--- src/rtl/irl_pkg.sv ---
package irl_pkg;

  typedef enum logic [1:0] {
    CLS_KNOWN_UC = 2'b00,
    CLS_FLOOD_UC = 2'b01,
    CLS_MCAST    = 2'b10,
    CLS_BCAST    = 2'b11
  } frame_class_e;

  typedef enum logic [1:0] {
    MODE_ALL   = 2'b00,
    MODE_FLOOD = 2'b01,
    MODE_MCAST = 2'b10,
    MODE_BCAST = 2'b11
  } limit_mode_e;

  localparam int unsigned GAP_BYTES      = 12;
  localparam int unsigned PREAMBLE_BYTES = 8;
  localparam int unsigned OVERHEAD_MAX   = GAP_BYTES + PREAMBLE_BYTES;
  localparam logic [3:0]  SLOW_CLAMP_MIN = 4'd9;
  localparam int unsigned RATE_CODE_W    = 4;

  // Bytes allowed per 1 ms window for each rate code (bit rate / 8000).
  function automatic logic [15:0] window_bytes(input logic [3:0] code);
    logic [15:0] b;
    unique case (code)
      4'd1:    b = 16'd8;
      4'd2:    b = 16'd16;
      4'd3:    b = 16'd32;
      4'd4:    b = 16'd64;
      4'd5:    b = 16'd125;
      4'd6:    b = 16'd250;
      4'd7:    b = 16'd500;
      4'd8:    b = 16'd1000;
      4'd9:    b = 16'd2000;
      4'd10:   b = 16'd4000;
      4'd11:   b = 16'd6000;
      4'd12:   b = 16'd8000;
      4'd13:   b = 16'd9000;
      4'd14:   b = 16'd10000;
      4'd15:   b = 16'd11000;
      default: b = 16'd0;
    endcase
    return b;
  endfunction

endpackage

--- src/rtl/irl_window_timer.sv ---
module irl_window_timer #(
  parameter int unsigned WIN_CYCLES = 125000
) (
  input  logic clk,
  input  logic rst_n,
  output logic tick_o
);
  localparam int unsigned WCW = (WIN_CYCLES > 2) ? $clog2(WIN_CYCLES) : 1;
  localparam logic [WCW-1:0] LAST = WCW'(WIN_CYCLES - 1);

  logic [WCW-1:0] wcnt_q, wcnt_d;
  logic           wrap;

  always_comb begin
    wrap   = (wcnt_q == LAST);
    wcnt_d = wrap ? '0 : wcnt_q + 1'b1;
  end

  always_ff @(posedge clk or negedge rst_n) begin
    if (!rst_n) wcnt_q <= '0;
    else        wcnt_q <= wcnt_d;
  end

  assign tick_o = wrap;


  win_range_chk: assert property (@(posedge clk) disable iff (!rst_n)
    wcnt_q <= LAST);


  win_wrap_chk: assert property (@(posedge clk) disable iff (!rst_n)
    tick_o |=> (wcnt_q == '0));

endmodule

--- src/rtl/irl_frame_filter.sv ---
module irl_frame_filter
  import irl_pkg::*;
#(
  parameter int unsigned LEN_W  = 11,
  parameter int unsigned COST_W = LEN_W + 1
) (
  input  logic [1:0]        frame_class_i,
  input  logic [1:0]        limit_mode_i,
  input  logic [LEN_W-1:0]  frame_len_i,
  input  logic              add_ifg_i,
  input  logic              add_pre_i,
  output logic              counted_o,
  output logic [COST_W-1:0] cost_o
);
  frame_class_e cls;
  limit_mode_e  mode;
  logic [COST_W-1:0] gap_part, pre_part;

  always_comb begin
    cls  = frame_class_e'(frame_class_i);
    mode = limit_mode_e'(limit_mode_i);
    unique case (mode)
      MODE_ALL:   counted_o = 1'b1;
      MODE_FLOOD: counted_o = (cls != CLS_KNOWN_UC);
      MODE_MCAST: counted_o = (cls == CLS_MCAST) || (cls == CLS_BCAST);
      MODE_BCAST: counted_o = (cls == CLS_BCAST);
      default:    counted_o = 1'b1;
    endcase
  end

  always_comb begin
    gap_part = add_ifg_i ? COST_W'(GAP_BYTES)      : '0;
    pre_part = add_pre_i ? COST_W'(PREAMBLE_BYTES) : '0;
    cost_o   = COST_W'(frame_len_i) + gap_part + pre_part;
  end

endmodule

--- src/rtl/irl_prio_budget.sv ---
module irl_prio_budget
  import irl_pkg::*;
#(
  parameter int unsigned CNT_W  = 16,
  parameter int unsigned COST_W = 12
) (
  input  logic              clk,
  input  logic              rst_n,
  input  logic              win_tick_i,
  input  logic [3:0]        rate_code_i,
  input  logic              link_10m_i,
  input  logic              charge_i,
  input  logic [COST_W-1:0] cost_i,
  output logic              limited_o,
  output logic              exhausted_o
);
  logic [CNT_W-1:0] cnt_q, cnt_d;
  logic [CNT_W-1:0] allow;
  logic [CNT_W-1:0] base;
  logic [CNT_W:0]   sum;
  logic [CNT_W-1:0] sum_sat;

  // Allowance decode and the slow-link clamp.
  always_comb begin
    allow     = CNT_W'(window_bytes(rate_code_i));
    limited_o = (rate_code_i != 4'd0) &&
                !(link_10m_i && (rate_code_i >= SLOW_CLAMP_MIN));
  end

  // A window boundary makes the counter read as zero for this cycle.
  always_comb begin
    base        = win_tick_i ? '0 : cnt_q;
    exhausted_o = limited_o && (base >= allow);
    sum         = {1'b0, base} + (CNT_W+1)'(cost_i);
    sum_sat     = sum[CNT_W] ? {CNT_W{1'b1}} : sum[CNT_W-1:0];
  end

  always_comb begin
    if (charge_i)        cnt_d = sum_sat;
    else if (win_tick_i) cnt_d = '0;
    else                 cnt_d = cnt_q;
  end

  always_ff @(posedge clk or negedge rst_n) begin
    if (!rst_n) cnt_q <= '0;
    else        cnt_q <= cnt_d;
  end


  charge_grow_chk: assert property (@(posedge clk) disable iff (!rst_n)
    charge_i |=> (cnt_q >= {{(CNT_W-COST_W){1'b0}}, $past(cost_i)}));


  idle_hold_chk: assert property (@(posedge clk) disable iff (!rst_n)
    (!charge_i && !win_tick_i) |=> $stable(cnt_q));


  win_clear_chk: assert property (@(posedge clk) disable iff (!rst_n)
    (win_tick_i && !charge_i) |=> (cnt_q == '0));

endmodule

--- src/rtl/ingress_rate_limiter.sv ---
module ingress_rate_limiter
  import irl_pkg::*;
#(
  parameter int unsigned WIN_CYCLES = 125000,
  parameter int unsigned LEN_W      = 11,
  parameter int unsigned N_PRIO     = 4,
  parameter int unsigned CNT_W      = 16
) (
  input  logic                          clk,
  input  logic                          rst_n,
  input  logic                          frame_start_i,
  input  logic [LEN_W-1:0]              frame_len_i,
  input  logic [1:0]                    frame_class_i,
  input  logic [$clog2(N_PRIO)-1:0]     frame_prio_i,
  input  logic                          link_10m_i,
  input  logic [1:0]                    limit_mode_i,
  input  logic                          add_ifg_i,
  input  logic                          add_pre_i,
  input  logic [N_PRIO*RATE_CODE_W-1:0] rate_code_i,
  output logic                          decision_valid_o,
  output logic                          drop_o
);
  localparam int unsigned PRIO_W = $clog2(N_PRIO);
  localparam int unsigned COST_W = LEN_W + 1;

  logic              win_tick;
  logic              counted;
  logic [COST_W-1:0] cost;
  logic [N_PRIO-1:0] limited_vec, exhausted_vec, charge_vec;
  logic              sel_exhausted;
  logic              valid_q, valid_d, drop_q, drop_d;

  irl_window_timer #(.WIN_CYCLES(WIN_CYCLES)) u_timer (
    .clk    (clk),
    .rst_n  (rst_n),
    .tick_o (win_tick)
  );

  irl_frame_filter #(.LEN_W(LEN_W), .COST_W(COST_W)) u_filter (
    .frame_class_i (frame_class_i),
    .limit_mode_i  (limit_mode_i),
    .frame_len_i   (frame_len_i),
    .add_ifg_i     (add_ifg_i),
    .add_pre_i     (add_pre_i),
    .counted_o     (counted),
    .cost_o        (cost)
  );

  assign sel_exhausted = exhausted_vec[frame_prio_i];

  for (genvar p = 0; p < N_PRIO; p++) begin : g_prio
    assign charge_vec[p] = frame_start_i && counted && !sel_exhausted &&
                           (frame_prio_i == PRIO_W'(p));

    irl_prio_budget #(.CNT_W(CNT_W), .COST_W(COST_W)) u_budget (
      .clk         (clk),
      .rst_n       (rst_n),
      .win_tick_i  (win_tick),
      .rate_code_i (rate_code_i[p*RATE_CODE_W +: RATE_CODE_W]),
      .link_10m_i  (link_10m_i),
      .charge_i    (charge_vec[p]),
      .cost_i      (cost),
      .limited_o   (limited_vec[p]),
      .exhausted_o (exhausted_vec[p])
    );
  end

  always_comb begin
    valid_d = frame_start_i;
    drop_d  = frame_start_i && counted && sel_exhausted;
  end

  always_ff @(posedge clk or negedge rst_n) begin
    if (!rst_n) begin
      valid_q <= 1'b0;
      drop_q  <= 1'b0;
    end else begin
      valid_q <= valid_d;
      drop_q  <= drop_d;
    end
  end

  assign decision_valid_o = valid_q;
  assign drop_o           = drop_q;


  valid_pulse_chk: assert property (@(posedge clk) disable iff (!rst_n)
    !frame_start_i |=> !decision_valid_o);


  drop_qual_chk: assert property (@(posedge clk) disable iff (!rst_n)
    drop_o |-> decision_valid_o);


  unlimited_pass_chk: assert property (@(posedge clk) disable iff (!rst_n)
    (frame_start_i && !limited_vec[frame_prio_i]) |=> !drop_o);


  uncounted_pass_chk: assert property (@(posedge clk) disable iff (!rst_n)
    (frame_start_i && !counted) |=> !drop_o);


  single_charge_chk: assert property (@(posedge clk) disable iff (!rst_n)
    $onehot0(charge_vec));

endmodule

--- config.mk ---
export PLATFORM = sky130hd
export DESIGN_NAME = ingress_rate_limiter
export DESIGN_NICKNAME = d
export VERILOG_FILES = /design/src/rtl/irl_pkg.sv /design/src/rtl/irl_window_timer.sv /design/src/rtl/irl_frame_filter.sv /design/src/rtl/irl_prio_budget.sv /design/src/rtl/ingress_rate_limiter.sv
export SDC_FILE = /design/constraint.sdc
export NUM_CORES = 1
export LEC_CHECK = 0
export BUFFER_PORTS_ARGS = -buffer_cell sky130_fd_sc_hd__buf_2
export CAP_MARGIN = 20
export CORE_ASPECT_RATIO = 1.75
export CORE_MARGIN = 4
export CORE_UTILIZATION = 40
export CTS_CLUSTER_SIZE = 28
export DETAILED_ROUTE_END_ITERATION = 10
export MAX_ROUTING_LAYER = met4
export PLACE_DENSITY_LB_ADDON = 0.05
export SLEW_MARGIN = 10
export SYNTH_ARGS = -nofsm -noshare
export SYNTH_HDL_FRONTEND = slang
export SYNTH_HIERARCHICAL = 1
export SYNTH_SLANG_ARGS = --single-unit
--- constraint.sdc ---
create_clock -name clk -period 5 [get_ports clk]
set_input_delay 1 -clock clk [delete_from_list [all_inputs] [get_ports clk]]
set_output_delay 1 -clock clk [all_outputs]
set_load 0.05 [all_outputs]
==> results of run 1 <==
## state kept, by name, indices dropped and copies added, names as in the netlist
signal and cells:
decision_valid_o 1, drop_o 1, g_prio.u_budget/cnt_q 64, u_timer/wcnt_q 17
## cells by family after synthesis
logic type,count (synthesis),share of synthesized area [%]
simple gates,432,24.8
compound gates,265,19.0
fa+ha+maj,143,20.1
flops,83,22.8
buf+inv,82,3.69
xor+xnor,62,5.97
mux,21,3.59
## final timing paths
kind,start,endpoint,slack (ns),depth (start not counted)
worst min-delay path,u_timer/wcnt_q[0]$_DFF_PN0_,u_timer/wcnt_q[0]$_DFF_PN0_,0.50,1
worst max-delay path,frame_len_i[3],g_prio[1].u_budget/cnt_q[13]$_DFF_PN0_,0.43,14
worst max register to register,u_timer/wcnt_q[0]$_DFF_PN0_,g_prio[2].u_budget/cnt_q[9]$_DFF_PN0_,0.63,19
worst min register to register,u_timer/wcnt_q[0]$_DFF_PN0_,u_timer/wcnt_q[0]$_DFF_PN0_,0.50,1
max in group asynchronous,rst_n,g_prio[2].u_budget/cnt_q[8]$_DFF_PN0_,3.32,2
min in group asynchronous,rst_n,g_prio[0].u_budget/cnt_q[14]$_DFF_PN0_,0.71,1
## layer usage
layer,up-vias,share of wire (%)
li1,3981,-
met1,3716,41
met2,122,54
met3,35,2.3
met4,0,2.7
met5,-,0
## power breakdown
| group | leakage, nW | internal (W) | switching [W] |
|---|---|---|---|
| clock | 0.139 | 0.000427 | 0.000279 |
| combinational | 3.26 | 0.00128 | 0.00188 |
| sequential | 0.998 | 0.000885 | 0.0000518 |
| total | 4.40 | 0.00259 | 0.00221 |
## critical path, stage by stage
cell,delay (ns)
buf_2,0.11
fa_1,0.54
ha_1,0.16
inv_1,0.05
fa_1,0.44
nand3b_1,0.21
xnor2_1,0.42
ha_1,0.38
a21oi_1,0.16
o21ai_0,0.20
a2111oi_4,0.45
and4bb_4,0.28
nand2b_1,0.14
mux2_2,0.26
## per-stage QoR
| stage | std cells | hold WS, ns | utilization, % | instance area (sq um) |
|---|---|---|---|---|
| floorplan | 1088 | 0.453 | - | 9090 |
| global placement | 1404 | 0.470 | 43.6 | 9690 |
| finish | 1416 | 0.499 | 44.9 | 9990 |
| global route | 1416 | 0.541 | 44.9 | 9990 |
| CTS | 1416 | 0.511 | 44.9 | 9990 |
| detailed placement | 1404 | 0.500 | 43.6 | 9690 |
## cell type report
class / count / area, sq um
multi-input cells: 923 / 6700
well taps: 296 / 370
clock buffers: 9 / 225
inverters: 47 / 176
clock inverters: 3 / 67.6
flip-flops and latches: 83 / 2080
fillers: 2327 / 12300
repair buffers: 55 / 365
## cell usage in the layout, fill, tap and decap left out, types with 8 or more instances in the layout
cell	netlist	final
clkbuf_16	0	9
a2111oi_0	8	8
and3_1	10	10
xnor2_1	37	37
mux2i_1	9	9
a21o_1	12	12
mux4_2	9	9
a21oi_1	95	95
o21bai_1	12	12
nand3_1	23	23
buf_4	3	12
nor2_1	116	116
buf_2	5	39
nor2b_1	76	76
nor3_1	26	25
o21ai_0	40	40
dfrtp_1	83	83
xor2_1	25	25
o211ai_1	8	8
nand2b_1	15	15
a31oi_1	30	30
nand4_1	22	22
inv_1	46	46
ha_1	136	136
nand2_1	93	93
o21ai_1	9	9
==> results.py, run 1 <==
metrics = {
    "floorplan": {
        "die-area_sq_um": 25300,
        "die_w_um": 122,
        "rows": 72,
        "initial_utilization_pct": 40.9,
        "core-area_sq_um": 22300,
        "die_height_um": 207,
        "pin_count": 41,
    },
    "power_and_ir_drop": {
        "power_density_nw_per_um2": 481,
        "p_total_w": 0.00480,
        "ir_worst_vdd_v": 0.000190,
        "leakage_nw": 4.40,
    },
    "timing": {
        "max_freq_mhz": 219,
        "setup_ws_ns": 0.433,
        "worst_pin_slew_ns": 0.978,
        "setup_viol": 0,
        "fin_crit_ns": 4.57,
        "fin_tns_setup_ns": 0,
        "drv_slew": 0,
        "final_hold_viol_count": 0,
        "rsz0062_at_grt": "no",
        "max-slew-margin-rel_pct": 34.3,
        "skew_ns": 0.0105,
        "fin_crit_sh_pct": 91.3,
    },
    "worst_hold_path": {
        "hp-class": "register to register",
    },
    "worst_setup_path": {
        "cp.required_ns": 5.23,
        "arrival_ns": 4.80,
        "endpoint_kind": "register",
        "cp-start-kind": "input pin",
        "worstPathMaxFanout": 5,
        "crit_type": "input pin to register",
    },
    "synth": {
        "synth_edf_count": 0,
        "yosysSeqAreaShare_pct": 22.8,
        "synth_common_cells": "136 x ha_1, 116 x nor2_1, 95 x a21oi_1",
        "yosysTopAreaCell": "dfrtp_1",
        "synth_cell_types": 73,
        "avgSynthCellArea_sq_um": 8.36,
        "synth_top_area_share_pct": 22.8,
        "ys_warn_count": 6,
        "syn_nets": 1269,
        "synthCells": 1088,
        "syn-cell-area_sq_um": 9090,
        "yosys_register_bits": 83,
        "netlist_top_cells_area": "dfrtp_1 23%, ha_1 19%, a21oi_1 5.2%, nor2b_1 5.2%, nor2_1 4.8%",
        "synthArstFlopShare_pct": 100,
        "yosysMostFrequentCell": "ha_1",
        "ys.flop_type": "dfrtp_1",
    },
    "routing": {
        "drc": 0,
        "dr.first_iter.drc_count": 363,
        "dr.pass1.iters": 5,
        "ant_nets": 0,
        "drt_wl_total_mm": 25.6,
        "routedWlPerCell_um": 18.1,
        "viasPerCell": 5.55,
        "via_count": 7854,
    },
    "clocking": {
        "cts_max_path_buffers": 2,
        "cts_root_buffer": "clkbuf_16",
        "ctsResizeCount": 0,
        "cts_sinks": 83,
        "tritoncts": "done",
        "numCtsBuffers": 9,
        "cts_setup_buffers": 0,
        "cts.htree.levels": 3,
        "insertion_delay_ns": 0.35,
        "clk_pin_slew_ns": 0.06,
        "holdBufCountCts": 0,
    },
    "placement": {
        "dp_hpwl_mm": 20.3,
        "place_ws_ns": 0.105,
        "port_buffers": 40,
        "gp_congestion": 0.879,
    },
    "global_route": {
        "globalRouteOverflowTotal": 0,
        "track_usage_pct": 21.4,
        "grt_pass1_vias": 7993,
        "grt.met2_usage_pct": 39.0,
        "use_met3_pct": 1.83,
        "grt_pass1_wl_mm": 41.5,
        "grtUsageMet1_pct": 24.1,
        "grt_most_used_layer": "met2",
        "grt_max_degree": 54,
        "antenna_found_initial": 0,
    },
    "status": {
        "status": "finished, final reports clean",
    },
    "final_layout": {
        "drive_gt1_share_pct": 10.6,
        "areaGrowthSynthToFinish_pct": 9.81,
        "antennaDiodeCount": 0,
        "nNetsFinal": 1300,
    },
    "run": {
        "cap_violations": 0,
    },
}
(Power assumes the default switching activity.)
==> run 2, diff against run 1 <==
--- a/config.mk
+++ b/config.mk
@@ -13,5 +13,4 @@
 export CTS_CLUSTER_SIZE = 28
 export DETAILED_ROUTE_END_ITERATION = 10
-export MAX_ROUTING_LAYER = met4
 export PLACE_DENSITY_LB_ADDON = 0.05
 export SLEW_MARGIN = 10
==> constraint.sdc (replaced) <==
create_clock -name clk -period 5 [get_ports clk]
set_input_delay 0.25 -clock clk [delete_from_list [all_inputs] [get_ports clk]]
set_output_delay 0.25 -clock clk [all_outputs]
set_load 0.05 [all_outputs]
==> run 2 against run 1 <==
  * Sequential cell count unchanged
  * Critical path type is now register to register
  * Die area unchanged
  * Combinational power down 1%
  * Largest power group unchanged
==> results.py, run 2 (synthesized netlist as in run 1, its figures left out) <==
metrics = {
    "status": {
        "status": "finished, final reports clean",
    },
    "timing": {
        "max_freq_mhz": 227,
        "max-slew-margin-rel_pct": 54.8,
        "skew_ns": 0.00610,
        "final_hold_viol_count": 0,
        "holdWs_ns": 0.0880,
        "fin_tns_setup_ns": 0,
        "rsz0062_at_grt": "no",
        "drv_slew": 0,
        "fin_crit_sh_pct": 88.1,
        "worst_pin_slew_ns": 0.678,
        "setup_viol": 0,
        "fin_crit_ns": 4.40,
    },
    "worst_setup_path": {
        "cp-start-kind": "register",
        "crit_type": "register to register",
        "cp.required_ns": 5.28,
        "worstPathMaxFanout": 23,
        "arrival_ns": 4.68,
        "endpoint_kind": "register",
    },
    "final_layout": {
        "layout_common_cells": "136 x ha_1, 116 x nor2_1, 95 x a21oi_1",
        "antennaDiodeCount": 0,
        "drive_gt1_share_pct": 10.8,
        "nNetsFinal": 1302,
        "nFillCells": 2267,
        "mostFrequentLayoutCell": "ha_1",
        "reg.largest.list": "g_prio.u_budget/cnt_q x64, u_timer/wcnt_q x17",
        "areaGrowthSynthToFinish_pct": 9.99,
        "regMostFlops": "g_prio.u_budget/cnt_q",
        "largest_reg_flops": 64,
    },
    "placement": {
        "dp_hpwl_mm": 20.0,
        "port_buffers": 40,
        "gp_congestion": 0.812,
    },
    "clocking": {
        "numCtsBuffers": 9,
        "insertion_delay_ns": 0.35,
        "cts_max_path_buffers": 2,
        "tritoncts": "done",
        "cts_root_buffer": "clkbuf_16",
        "cts.htree.levels": 3,
        "clk_pin_slew_ns": 0.06,
        "cts_sinks": 83,
    },
    "global_route": {
        "grt_pass1_vias": 7893,
        "antenna_found_initial": 0,
        "track_usage_pct": 20.7,
        "grt_max_degree": 53,
        "grt_pass1_wl_mm": 41.1,
        "globalRouteOverflowTotal": 0,
    },
    "power_and_ir_drop": {
        "power_density_nw_per_um2": 480,
        "power_frac_seq_pct": 19.5,
        "leakage_nw": 4.42,
        "comb_power_share_pct": 65.1,
        "p_sw_share_pct": 45.5,
        "internal_power_w": 0.00262,
        "ir_worst_vdd_v": 0.000181,
        "p_clk_share_pct": 15.4,
        "p_sw_w": 0.00218,
    },
    "routing": {
        "ant_nets": 0,
        "drc": 0,
        "viasPerCell": 5.50,
        "dr.pass1.iters": 5,
        "routedWlPerCell_um": 17.9,
        "dr.first_iter.drc_count": 389,
        "via_count": 7808,
        "drt_wl_total_mm": 25.4,
    },
    "floorplan": {
        "rows": 72,
        "core-area_sq_um": 22300,
        "die_w_um": 122,
        "initial_utilization_pct": 40.9,
        "die-area_sq_um": 25300,
        "pin_count": 41,
        "die_height_um": 207,
    },
    "run": {
        "cap_violations": 0,
    },
    "worst_hold_path": {
        "hp-class": "input pin to register",
    },
}
-- run 2: cell types whose count changed in the layout (fill, tap and decap cells not counted) --
cell / before / now
dlygate4sd3_1: 0 / 1
buf_12: 4 / 2
clkbuf_1: 0 / 1
clkinvlp_4: 1 / 0
buf_4: 12 / 15
clkbuf_8: 0 / 2
-- run 2: final cells by class --
cell class / instances / area [sq um] / area share [%]
Sequential cell: 83 / 2080 / 20.8
Timing Repair Buffer: 57 / 358 / 3.58
Inverter: 47 / 176 / 1.76
Multi-Input combinational cell: 923 / 6700 / 67.0
Clock inverter: 2 / 60.1 / 0.600
Tap cell: 296 / 370 / 3.70
Clock buffer: 12 / 256 / 2.56
-- run 2: routing by layer --
layer / track usage, % / vias up / routed length (um)
met4: 6.65 / 0 / 677
met5: 0 / - / 0
met2: 38.7 / 114 / 13600
li1: - / 3969 / -
met1: 24.3 / 3693 / 10500
met3: 1.80 / 32 / 520
-- run 2: critical path: stages, from the launching register on --
cell	delay, ns
dfrtp_1	0.47
nor4bb_1	0.29
nand2_1	0.13
nor3_4	0.25
buf_4	0.32
nor2b_1	0.16
ha_1	0.32
a21oi_1	0.15
nor2b_1	0.05
o21ai_0	0.17
nand2_1	0.08
a2111oi_0	0.54
a21oi_1	0.24
nor4b_2	0.31
buf_4	0.26
nand4_1	0.16
nor3_1	0.21
mux2i_1	0.10
nand4_1	0.10
-- run 2: worst paths after layout --
check	from	cells after the start	slack [ns]	to
setup reg to reg	u_timer/wcnt_q[4]$_DFF_PN0_	18	0.60	g_prio[2].u_budget/cnt_q[15]$_DFF_PN0_
setup / recovery	u_timer/wcnt_q[4]$_DFF_PN0_	18	0.60	g_prio[2].u_budget/cnt_q[15]$_DFF_PN0_
max in group asynchronous	rst_n	3	3.50	g_prio[3].u_budget/cnt_q[5]$_DFF_PN0_
hold reg to reg	u_timer/wcnt_q[0]$_DFF_PN0_	1	0.48	u_timer/wcnt_q[0]$_DFF_PN0_
min in group asynchronous	rst_n	2	0.41	g_prio[0].u_budget/cnt_q[14]$_DFF_PN0_
hold / removal	frame_start_i	1	0.09	decision_valid_o$_DFF_PN0_
-- run 2: timing repair --
action / in CTS / in global routing
gates resized for setup: 0 / 0
hold buffers: 1 / 0
setup buffers: 0 / 0
endpoints found under the hold margin: 36 / 0
-- run 2: through the flow --
step	utilization [%]	total power [W]	area, sq um	instances	worst slack (ns)
2_1_floorplan	-	0.00336	9090	1088	0.413
3_3_place_gp	43.5	0.00408	9680	1405	0.675
3_5_place_dp	43.5	0.00408	9680	1405	0.671
4_1_cts	45.0	0.00486	10000	1420	0.653
5_1_grt	45.0	0.00529	10000	1420	0.186
6_report	45.0	0.00480	10000	1420	0.597
-- run 2: power groups by stage --
stage	Clock (W)	Combinational [W]	Sequential, W
floorplan	0	0.00242	0.000938
global placement	0	0.00313	0.000948
detailed placement	0	0.00313	0.000949
CTS	0.000765	0.00315	0.000938
global route	0.000782	0.00355	0.000959
finish	0.000737	0.00312	0.000936
